===== config.mk =====
export PLATFORM = sky130hd
export DESIGN_NAME = gbr_byte_rmw
export DESIGN_NICKNAME = d
export VERILOG_FILES = /design/src/rtl/gbr_rmw_pkg.sv /design/src/rtl/gbr_rmw_decode.sv /design/src/rtl/gbr_rmw_alu.sv /design/src/rtl/gbr_rmw_ctrl.sv /design/src/rtl/gbr_byte_rmw.sv
export SDC_FILE = /design/constraint.sdc
export NUM_CORES = 1
export LEC_CHECK = 0
export ABC_AREA = 1
export CORE_UTILIZATION = 30
export DETAILED_ROUTE_END_ITERATION = 12
export PLACE_DENSITY_LB_ADDON = 0.3
export RECOVER_POWER = 100
export SYNTH_ARGS = -nofsm -noshare
export SYNTH_HDL_FRONTEND = slang
export SYNTH_SLANG_ARGS = --single-unit

===== constraint.sdc =====
create_clock -name clk -period 4.3 [get_ports clk]
set_input_delay 0.86 -clock clk [delete_from_list [all_inputs] [get_ports clk]]
set_output_delay 0.86 -clock clk [all_outputs]
set_load 0.03 [all_outputs]

===== src/rtl/gbr_rmw_pkg.sv =====
package gbr_rmw_pkg;
   typedef enum logic [2:0] {
      OP_NONE = 3'd0,
      OP_AND  = 3'd1,
      OP_OR   = 3'd2,
      OP_XOR  = 3'd3,
      OP_TST  = 3'd4,
      OP_TAS  = 3'd5
   } rmw_op_e;

   typedef enum logic [2:0] {
      ST_IDLE = 3'd0,
      ST_READ = 3'd1,
      ST_CAPT = 3'd2,
      ST_HOLD = 3'd3,
      ST_LAST = 3'd4
   } rmw_st_e;

   localparam int IMM_BITS = 8;
endpackage


===== src/rtl/gbr_rmw_decode.sv =====
module gbr_rmw_decode
   import gbr_rmw_pkg::*;
#(
   parameter int INSN_W = 16
) (
   input  logic [INSN_W-1:0]   insn_i,
   output rmw_op_e             op_o,
   output logic [IMM_BITS-1:0] imm_o
);
   localparam int TOP_LO = INSN_W - 8;

   generate
      if (INSN_W != 16) begin : g_bad_width
         $error("gbr_rmw_decode: INSN_W must be 16");
      end
   endgenerate

   logic [7:0] top_byte;
   assign top_byte = insn_i[INSN_W-1:TOP_LO];
   assign imm_o    = insn_i[IMM_BITS-1:0];

   always_comb begin
      op_o = OP_NONE;
      case (top_byte)
         8'hCD:   op_o = OP_AND;
         8'hCC:   op_o = OP_TST;
         8'hCE:   op_o = OP_XOR;
         8'hCF:   op_o = OP_OR;
         default: op_o = OP_NONE;
      endcase
      if (top_byte[7:4] == 4'h4 && insn_i[7:0] == 8'h1B) begin
         op_o = OP_TAS;
      end
   end
endmodule


===== src/rtl/gbr_rmw_alu.sv =====
module gbr_rmw_alu
   import gbr_rmw_pkg::*;
#(
   parameter int BYTE_W  = 8,
   parameter int TAS_BIT = BYTE_W - 1
) (
   input  rmw_op_e           op_i,
   input  logic [BYTE_W-1:0] data_i,
   input  logic [BYTE_W-1:0] imm_i,
   output logic [BYTE_W-1:0] wdata_o,
   output logic              tflag_o
);
   localparam logic [BYTE_W-1:0] SET_MASK = {{(BYTE_W-1){1'b0}}, 1'b1} << TAS_BIT;

   generate
      if (TAS_BIT >= BYTE_W || TAS_BIT < 0) begin : g_bad_bit
         $error("gbr_rmw_alu: TAS_BIT outside the byte");
      end
   endgenerate

   always_comb begin
      case (op_i)
         OP_AND:  wdata_o = data_i & imm_i;
         OP_OR:   wdata_o = data_i | imm_i;
         OP_XOR:  wdata_o = data_i ^ imm_i;
         OP_TAS:  wdata_o = data_i | SET_MASK;
         default: wdata_o = data_i;
      endcase
   end

   always_comb begin
      case (op_i)
         OP_TST:  tflag_o = ((data_i & imm_i) == '0);
         OP_TAS:  tflag_o = (data_i == '0);
         default: tflag_o = 1'b0;
      endcase
   end
endmodule


===== src/rtl/gbr_rmw_ctrl.sv =====
module gbr_rmw_ctrl
   import gbr_rmw_pkg::*;
(
   input  logic    clk,
   input  logic    rst_n,
   input  logic    go_i,
   input  rmw_op_e op_i,
   output rmw_op_e op_q_o,
   output logic    busy_o,
   output logic    rd_o,
   output logic    capt_o,
   output logic    last_o,
   output logic    lock_o
);
   rmw_st_e st_q, st_d;
   rmw_op_e op_q;

   always_comb begin
      st_d = st_q;
      case (st_q)
         ST_IDLE: if (go_i) st_d = ST_READ;
         ST_READ: st_d = ST_CAPT;
         ST_CAPT: st_d = (op_q == OP_TAS) ? ST_HOLD : ST_LAST;
         ST_HOLD: st_d = ST_LAST;
         ST_LAST: st_d = ST_IDLE;
         default: st_d = ST_IDLE;
      endcase
   end

   always_ff @(posedge clk) begin
      if (!rst_n) begin
         st_q <= ST_IDLE;
         op_q <= OP_NONE;
      end else begin
         st_q <= st_d;
         if (st_q == ST_IDLE && go_i) begin
            op_q <= op_i;
         end
      end
   end

   assign op_q_o = op_q;
   assign busy_o = (st_q != ST_IDLE);
   assign rd_o   = (st_q == ST_READ);
   assign capt_o = (st_q == ST_CAPT);
   assign last_o = (st_q == ST_LAST);
   assign lock_o = busy_o && (op_q == OP_TAS);
endmodule


===== src/rtl/gbr_byte_rmw.sv =====
module gbr_byte_rmw
   import gbr_rmw_pkg::*;
#(
   parameter int ADDR_W = 32,
   parameter int REG_W  = 32,
   parameter int BYTE_W = 8,
   parameter int INSN_W = 16
) (
   input  logic              clk,
   input  logic              rst_n,
   input  logic              start_i,
   input  logic [INSN_W-1:0] insn_i,
   input  logic [REG_W-1:0]  r0_i,
   input  logic [REG_W-1:0]  gbr_i,
   input  logic [REG_W-1:0]  rn_i,
   output logic [ADDR_W-1:0] mem_addr_o,
   output logic              mem_rd_o,
   output logic              mem_wr_o,
   output logic [BYTE_W-1:0] mem_wdata_o,
   input  logic [BYTE_W-1:0] mem_rdata_i,
   output logic              lock_o,
   output logic              busy_o,
   output logic              done_o,
   output logic              t_o
);
   localparam int MSB_BIT = BYTE_W - 1;

   generate
      if (ADDR_W > REG_W || ADDR_W < 1) begin : g_bad_addr
         $error("gbr_byte_rmw: ADDR_W must be 1..REG_W");
      end
      if (BYTE_W != IMM_BITS) begin : g_bad_byte
         $error("gbr_byte_rmw: BYTE_W must match the immediate width");
      end
   endgenerate

   rmw_op_e             dec_op;
   logic [IMM_BITS-1:0] dec_imm;
   rmw_op_e             op_q;
   logic                go, capt, last;
   logic [REG_W-1:0]    sum_full;
   logic [ADDR_W-1:0]   sum_addr, rn_addr;
   logic [ADDR_W-1:0]   ea_q;
   logic [BYTE_W-1:0]   imm_q, data_q, alu_wdata;
   logic                alu_t, t_q;

   gbr_rmw_decode #(.INSN_W(INSN_W)) u_dec (
      .insn_i (insn_i),
      .op_o   (dec_op),
      .imm_o  (dec_imm)
   );

   assign go = start_i && !busy_o && (dec_op != OP_NONE);

   gbr_rmw_ctrl u_ctrl (
      .clk    (clk),
      .rst_n  (rst_n),
      .go_i   (go),
      .op_i   (dec_op),
      .op_q_o (op_q),
      .busy_o (busy_o),
      .rd_o   (mem_rd_o),
      .capt_o (capt),
      .last_o (last),
      .lock_o (lock_o)
   );

   assign sum_full = r0_i + gbr_i;

   generate
      if (ADDR_W == REG_W) begin : g_addr_full
         assign sum_addr = sum_full;
         assign rn_addr  = rn_i;
      end else begin : g_addr_slice
         assign sum_addr = sum_full[ADDR_W-1:0];
         assign rn_addr  = rn_i[ADDR_W-1:0];
      end
   endgenerate

   always_ff @(posedge clk) begin
      if (!rst_n) begin
         ea_q   <= '0;
         imm_q  <= '0;
         data_q <= '0;
         t_q    <= 1'b0;
      end else begin
         if (go) begin
            ea_q  <= (dec_op == OP_TAS) ? rn_addr : sum_addr;
            imm_q <= dec_imm;
         end
         if (capt) begin
            data_q <= mem_rdata_i;
         end
         if (last && (op_q == OP_TST || op_q == OP_TAS)) begin
            t_q <= alu_t;
         end
      end
   end

   gbr_rmw_alu #(.BYTE_W(BYTE_W), .TAS_BIT(MSB_BIT)) u_alu (
      .op_i    (op_q),
      .data_i  (data_q),
      .imm_i   (imm_q),
      .wdata_o (alu_wdata),
      .tflag_o (alu_t)
   );

   assign mem_addr_o  = ea_q;
   assign mem_wr_o    = last && (op_q != OP_TST);
   assign mem_wdata_o = mem_wr_o ? alu_wdata : '0;
   assign done_o      = last;
   assign t_o         = t_q;
endmodule


Yosys cells after proc, flatten, opt, wreduce, memory -nomap -nowiden
Cells that the tools add are included.
- flip-flop bits (word level): 55
- latch bits: 0
- bits in writable memories: 0
- ROM bits: 0
- input port bits: 123
- output and inout bits: 46
- logic and storage cells: 51
- memories: 0
- add/sub/neg operators: 1
- multipliers: 0
- divide/modulo/power cells: 0
- order comparisons: 0
- equality and inequality tests: 18
- shifts and indexed selects: 0
- muxes and demuxes: 9
- bitwise operators: 3
- reductions and logical operators: 14
- operator list (operator ; count):
    32-bit adder ; 1
    8-bit equality test, second input constant ; 4
    32-bit 2-to-1 mux ; 1
    8-bit one-hot mux with 4 select lines ; 1
    3-bit one-hot mux with 4 select lines ; 2
    8-bit zero test ; 2
    3-bit by 2-bit equality test with 1-bit output, second input constant ; 4
    3-bit equality test, second input constant ; 4
    3-bit 2-to-1 mux ; 3
    8-bit AND ; 1
    8-bit by 5-bit equality test with 1-bit output, second input constant ; 1
    8-bit 2-to-1 mux ; 1
    8-bit OR ; 1
    8-bit bitwise XOR ; 1
    1-bit logical AND ; 7
    3-bit by 1-bit equality test with 1-bit output, second input constant ; 2
    3-bit nonzero test ; 2
    4-bit by 3-bit equality test with 1-bit output, second input constant ; 1
    3-bit zero test ; 1
    3-bit inequality test, second input constant ; 1
    2-bit by 1-bit inequality test with 1-bit output, second input constant ; 1
    1-bit one-hot mux with 2 select lines ; 1
    1-bit zero test ; 1
    1-bit logical OR ; 1

Depth between registers and ports, before layout
- word-level depth: 7
- depth in mapped cells: 13
- mapped depth without buffers: 13

Modules after synthesis
Synthesis repeated with hierarchy kept, for this count alone.
- cell total of the unflattened synthesis: 995
- area, all modules: 5609.1 sq um
- by module, submodules not included (module ; instances ; cells each ; area an instance (sq um) ; seq. area each (sq um)):
    gbr_byte_rmw ; 1 ; 796 ; 4460.5 ; 980.9
    gbr_rmw_alu ; 1 ; 111 ; 636.9 ; 0.0
    gbr_rmw_ctrl ; 1 ; 50 ; 330.3 ; 120.1
    gbr_rmw_decode ; 1 ; 38 ; 181.4 ; 0.0

Worst setup path after synthesis
OpenSTA, ideal clock, no wires.
- path kind: register to output
- start point: register u_ctrl.st_q[2]
- end point: output port mem_wdata_o[1]
- arrival: 2524 ps
- data required time: 3440 ps
- slack: 916 ps
- stages on the path, launching flop included: 7
- buffers on the path: 0
- cells stage by stage: dfxtp_1 > inv_1 > nor3_1 > inv_1 > nor2_1 > inv_1 > a41oi_1
- longest elaborated chain between the ends: 3
- RTL lines (what ; RTL line ; RTL):
    from (decl) ; gbr_rmw_ctrl.sv:15 ; rmw_st_e st_q, st_d;
    from (signal assigned) ; gbr_rmw_ctrl.sv:35 ; st_q <= st_d;
    3-bit equality test ; gbr_rmw_ctrl.sv:46 ; assign last_o = (st_q == ST_LAST);
    net done_o ; gbr_byte_rmw.sv:23 ; output logic done_o,
    1-bit logical AND ; gbr_byte_rmw.sv:109 ; assign mem_wr_o = last && (op_q != OP_TST);
    net mem_wr_o ; gbr_byte_rmw.sv:18 ; output logic mem_wr_o,
    8-bit 2-to-1 mux ; gbr_byte_rmw.sv:110 ; assign mem_wdata_o = mem_wr_o ? alu_wdata : '0;
    to (decl) ; gbr_byte_rmw.sv:19 ; output logic [BYTE_W-1:0] mem_wdata_o,
The timed path passes the listed nets, and every way through them passes these cells.

Final worst setup path
- start point: input port insn_i[2]
- end point: register imm_q[1]
- longest elaborated chain between the ends: 5
- RTL lines (what ; RTL line ; RTL):
    from (decl) ; gbr_byte_rmw.sv:12 ; input logic [INSN_W-1:0] insn_i,
    8-bit by 5-bit equality test with 1-bit output ; gbr_rmw_decode.sv:31 ; if (top_byte[7:4] == 4'h4 && insn_i[7:0] == 8'h1B) begin
    1-bit logical AND ; gbr_rmw_decode.sv:31 ;
    3-bit 2-to-1 mux ; gbr_rmw_decode.sv:31 ;
    3-bit nonzero test ; gbr_byte_rmw.sv:53 ; assign go = start_i && !busy_o && (dec_op != OP_NONE);
    1-bit logical AND ; gbr_byte_rmw.sv:53 ;
    to (signal assigned) ; gbr_byte_rmw.sv:89 ; imm_q <= dec_imm;
    to (decl) ; gbr_byte_rmw.sv:44 ; logic [BYTE_W-1:0] imm_q, data_q, alu_wdata;
Every way passes these cells.
A chain may end at the register's enable or synchronous reset.

==> metrics.md <==
| Metric | Value |
|---|---|
| Worst VDD drop | 0.1359 mV |
| Cell taking the most area after synthesis | nand2_1 |
| CP max FO | 62 |
| Layout area overhead | 38.82% |
| Top FF cell, synth | dfxtp_1 |
| Layout cells sized above 1 | 2.757% |
| Via count | 6015 |
| Core area | 16760 um2 |
| Syn Std Cell Area | 5195 um2 |
| Final hold vios | 0 |
| Initial antenna violation count | 0 |
| Clock Latency Late Sink | 0.30 ns |
| Final Critical Period | 3.655 ns |
| Leading cell type in the layout, fill and taps excluded | nand2_1 |
| Cell Pwr Density | 203.5 nW/um2 |
| Worst-Margin Slew | 2.029 ns |
| Final #Nets | 1222 |
| CTS Buf Count | 5 |
| Post-CTS setup buffer count | 0 |
| CTS tree | yes |
| Startpoint types | input port |
| Post-DP HPWL | 13840 um |
| WS Path Type | input port to register |
| Yosys cell types | 41 |
| # fillers | 1809 |
| Yosys warns | 0 |
| Pin count of the biggest net entering global routing | 63 |
| DRT iter0 DRCs | 420 |
| Vias in the first global route | 5663 |
| Clock sinks | 55 |
| WL per Instance | 13.32 um |
| Initial Util | 31.00% |
| Post-synth EDFFs | 0 |
| GRT Total Usage | 19.23% |
| Worst rel slew slack | -35.41% |
| Placer Congestion | 0.9152 |
| Unrepaired setup endpoints after global routing | no |
| Most area-consuming cells after synthesis | nand2_1, dfxtp_1, ha_1 |
| Critical Path AT | 3.86 ns |
| Post-synthesis sequential area ratio | 21.19% |
| Multi-input gate area | 3442 um2 |
| Critical Path Sink Type | register |
| CTS resizes | 0 |
| Post-Syn Instances | 891 |
| Max-slew violations | 63 |
| Hold crit path type | register to register |
| Worst path required time | 4.51 ns |
| Seq cells post-synth | 55 |
| Reg area | 1101 um2 |
| TritonRoute pass-1 iters | 5 |
| Ports | 169 |
| Clk_skew | 0.006668 ns |
| Vert. Die Dim | 133.6 um |
| Die ar. | 17850 um2 |
| Grt total ovfl | 0 |
| Routed WL | 16950 um |
| Synth async-reset ratio | 0% |
| DRT antenna net count | 0 |
| Syn nets | 1062 |
| CTS max path bufs | 2 |
| Setup tns final | 0 ns |
| Final setup violation count | 0 |
| # DRC | 0 |
| Die width | 133.6 um |
| Leak | 3.639 nW |
| Maxcap violations | 1 |
| First-pass GRT wire length | 27630 um |
| IO Port Bufs | 168 |
| Vias per cell | 4.729 |
| Diodes inserted | 0 |
| Yosys top cell area share | 21.32% |
| Status | finished, violations left |
| Fmax | 273.6 MHz |
| Period utilization | 85.01% |
| Hold_buf cts | 0 |
| Clock Tree Root | clkbuf_16 |
| Post-layout util | 43.03% |
| Clk slew on worst S/H paths | 0.08 ns |
| FP Rows | 47 |
| Violations in the final reports | max-capacitance violations, max-slew violations |
| Synth Area per Inst | 5.831 um2 |
| Most frequent cells in the layout | nand2_1, inv_1, clkdlybuf4s50_1 |
| H-tree depth | 2 |
stage by stage:
stage                     power [mW]  cell area (um2)  instances  hold slack [ns]  setup slack (ns)
after floorplan               0.8272             5195        891           0.4540            0.9160
after global placement         1.059             7088       1264           0.4544             1.090
after detailed placement       1.056             7088       1264           0.4581             1.090
after CTS                      1.484             7237       1272           0.4701            0.9246
after global routing           1.564             7212       1272           0.4829            0.3444
final                          1.467             7212       1272           0.4676            0.6446
sequential cells by signal (all words and copies together) (netlist names):
| register | flops |
|---|---|
| mem_addr_o | 32 |
| data_q | 8 |
| imm_q | 8 |
| u_ctrl.op_q_o | 3 |
| u_ctrl.st_q | 3 |
| t_o | 1 |
cells in the mapped netlist (all sizes together), types with 3 or more instances:
cell and number:
nand2 296, o21ai 34, inv 142, or2 5
o21bai 3, and2 3, nor3 8, buf 8
a41oi 4, nand4 6, dfxtp 55, nor2 95
clkbuf 11, ha 47, xor2 15, a221oi 3
a31oi 3, nand3 50, a21oi 87
area by class of cell:
type,instances,area share (%)
Multi-Input combinational cell,674,47.73
Timing Repair Buffer,172,23.68
Sequential cell,55,15.27
Inverter,143,7.443
Tap cell,220,3.817
Clock buffer,5,1.735
Clock inverter,3,0.3296
cell families after synthesis:
logic type | share of synthesized area (%)
and+or+nand+nor | 36.92
adders and majority gates | 11.71
DFF | 21.19
buffers and inverters | 12.14
AOI/OAI and AO/OA | 15.34
xor gates and xnor gates | 2.698
critical path, cell delays in order:
cell           delay (ns)
dlygate4sd3_1        0.58
nor2_1               0.06
nand3_1              0.06
nor2_1               0.05
nand2_2              0.07
a21oi_1              0.08
inv_1                1.43
o21ai_0              0.41
a21oi_1              0.23
where the power goes:
part           switching, mW  total [mW]  internal, mW  leakage (nW)
Clock                  0.204       0.423         0.220        0.0717
Combinational          0.295       0.526         0.231          3.12
Sequential           0.00407       0.519         0.515         0.443
Total                  0.503        1.47         0.965          3.64
worst paths after layout:
kind,startpoint,end,slack (ns),cells past startpoint
worst min register to register,mem_addr_o[30],mem_addr_o[30],0.47,2
worst min-delay path,mem_addr_o[30],mem_addr_o[30],0.47,2
worst max-delay path,insn_i[2],imm_q[1],0.64,9
worst max register to register,u_ctrl.st_q[0],imm_q[1],1.25,6
routing by layer:
layer / GRT usage (%) / part of all wire [%] / vias to the layer above
met1: 26.30 / 48 / 2650
met3: 2.930 / 7.1 / 19
met2: 31.63 / 44 / 200
met4: 4.293 / 1.3 / 0
li1: - / - / 3146
met5: 0 / 0 / -
No activity file was read; power rests on OpenSTA's default activity.
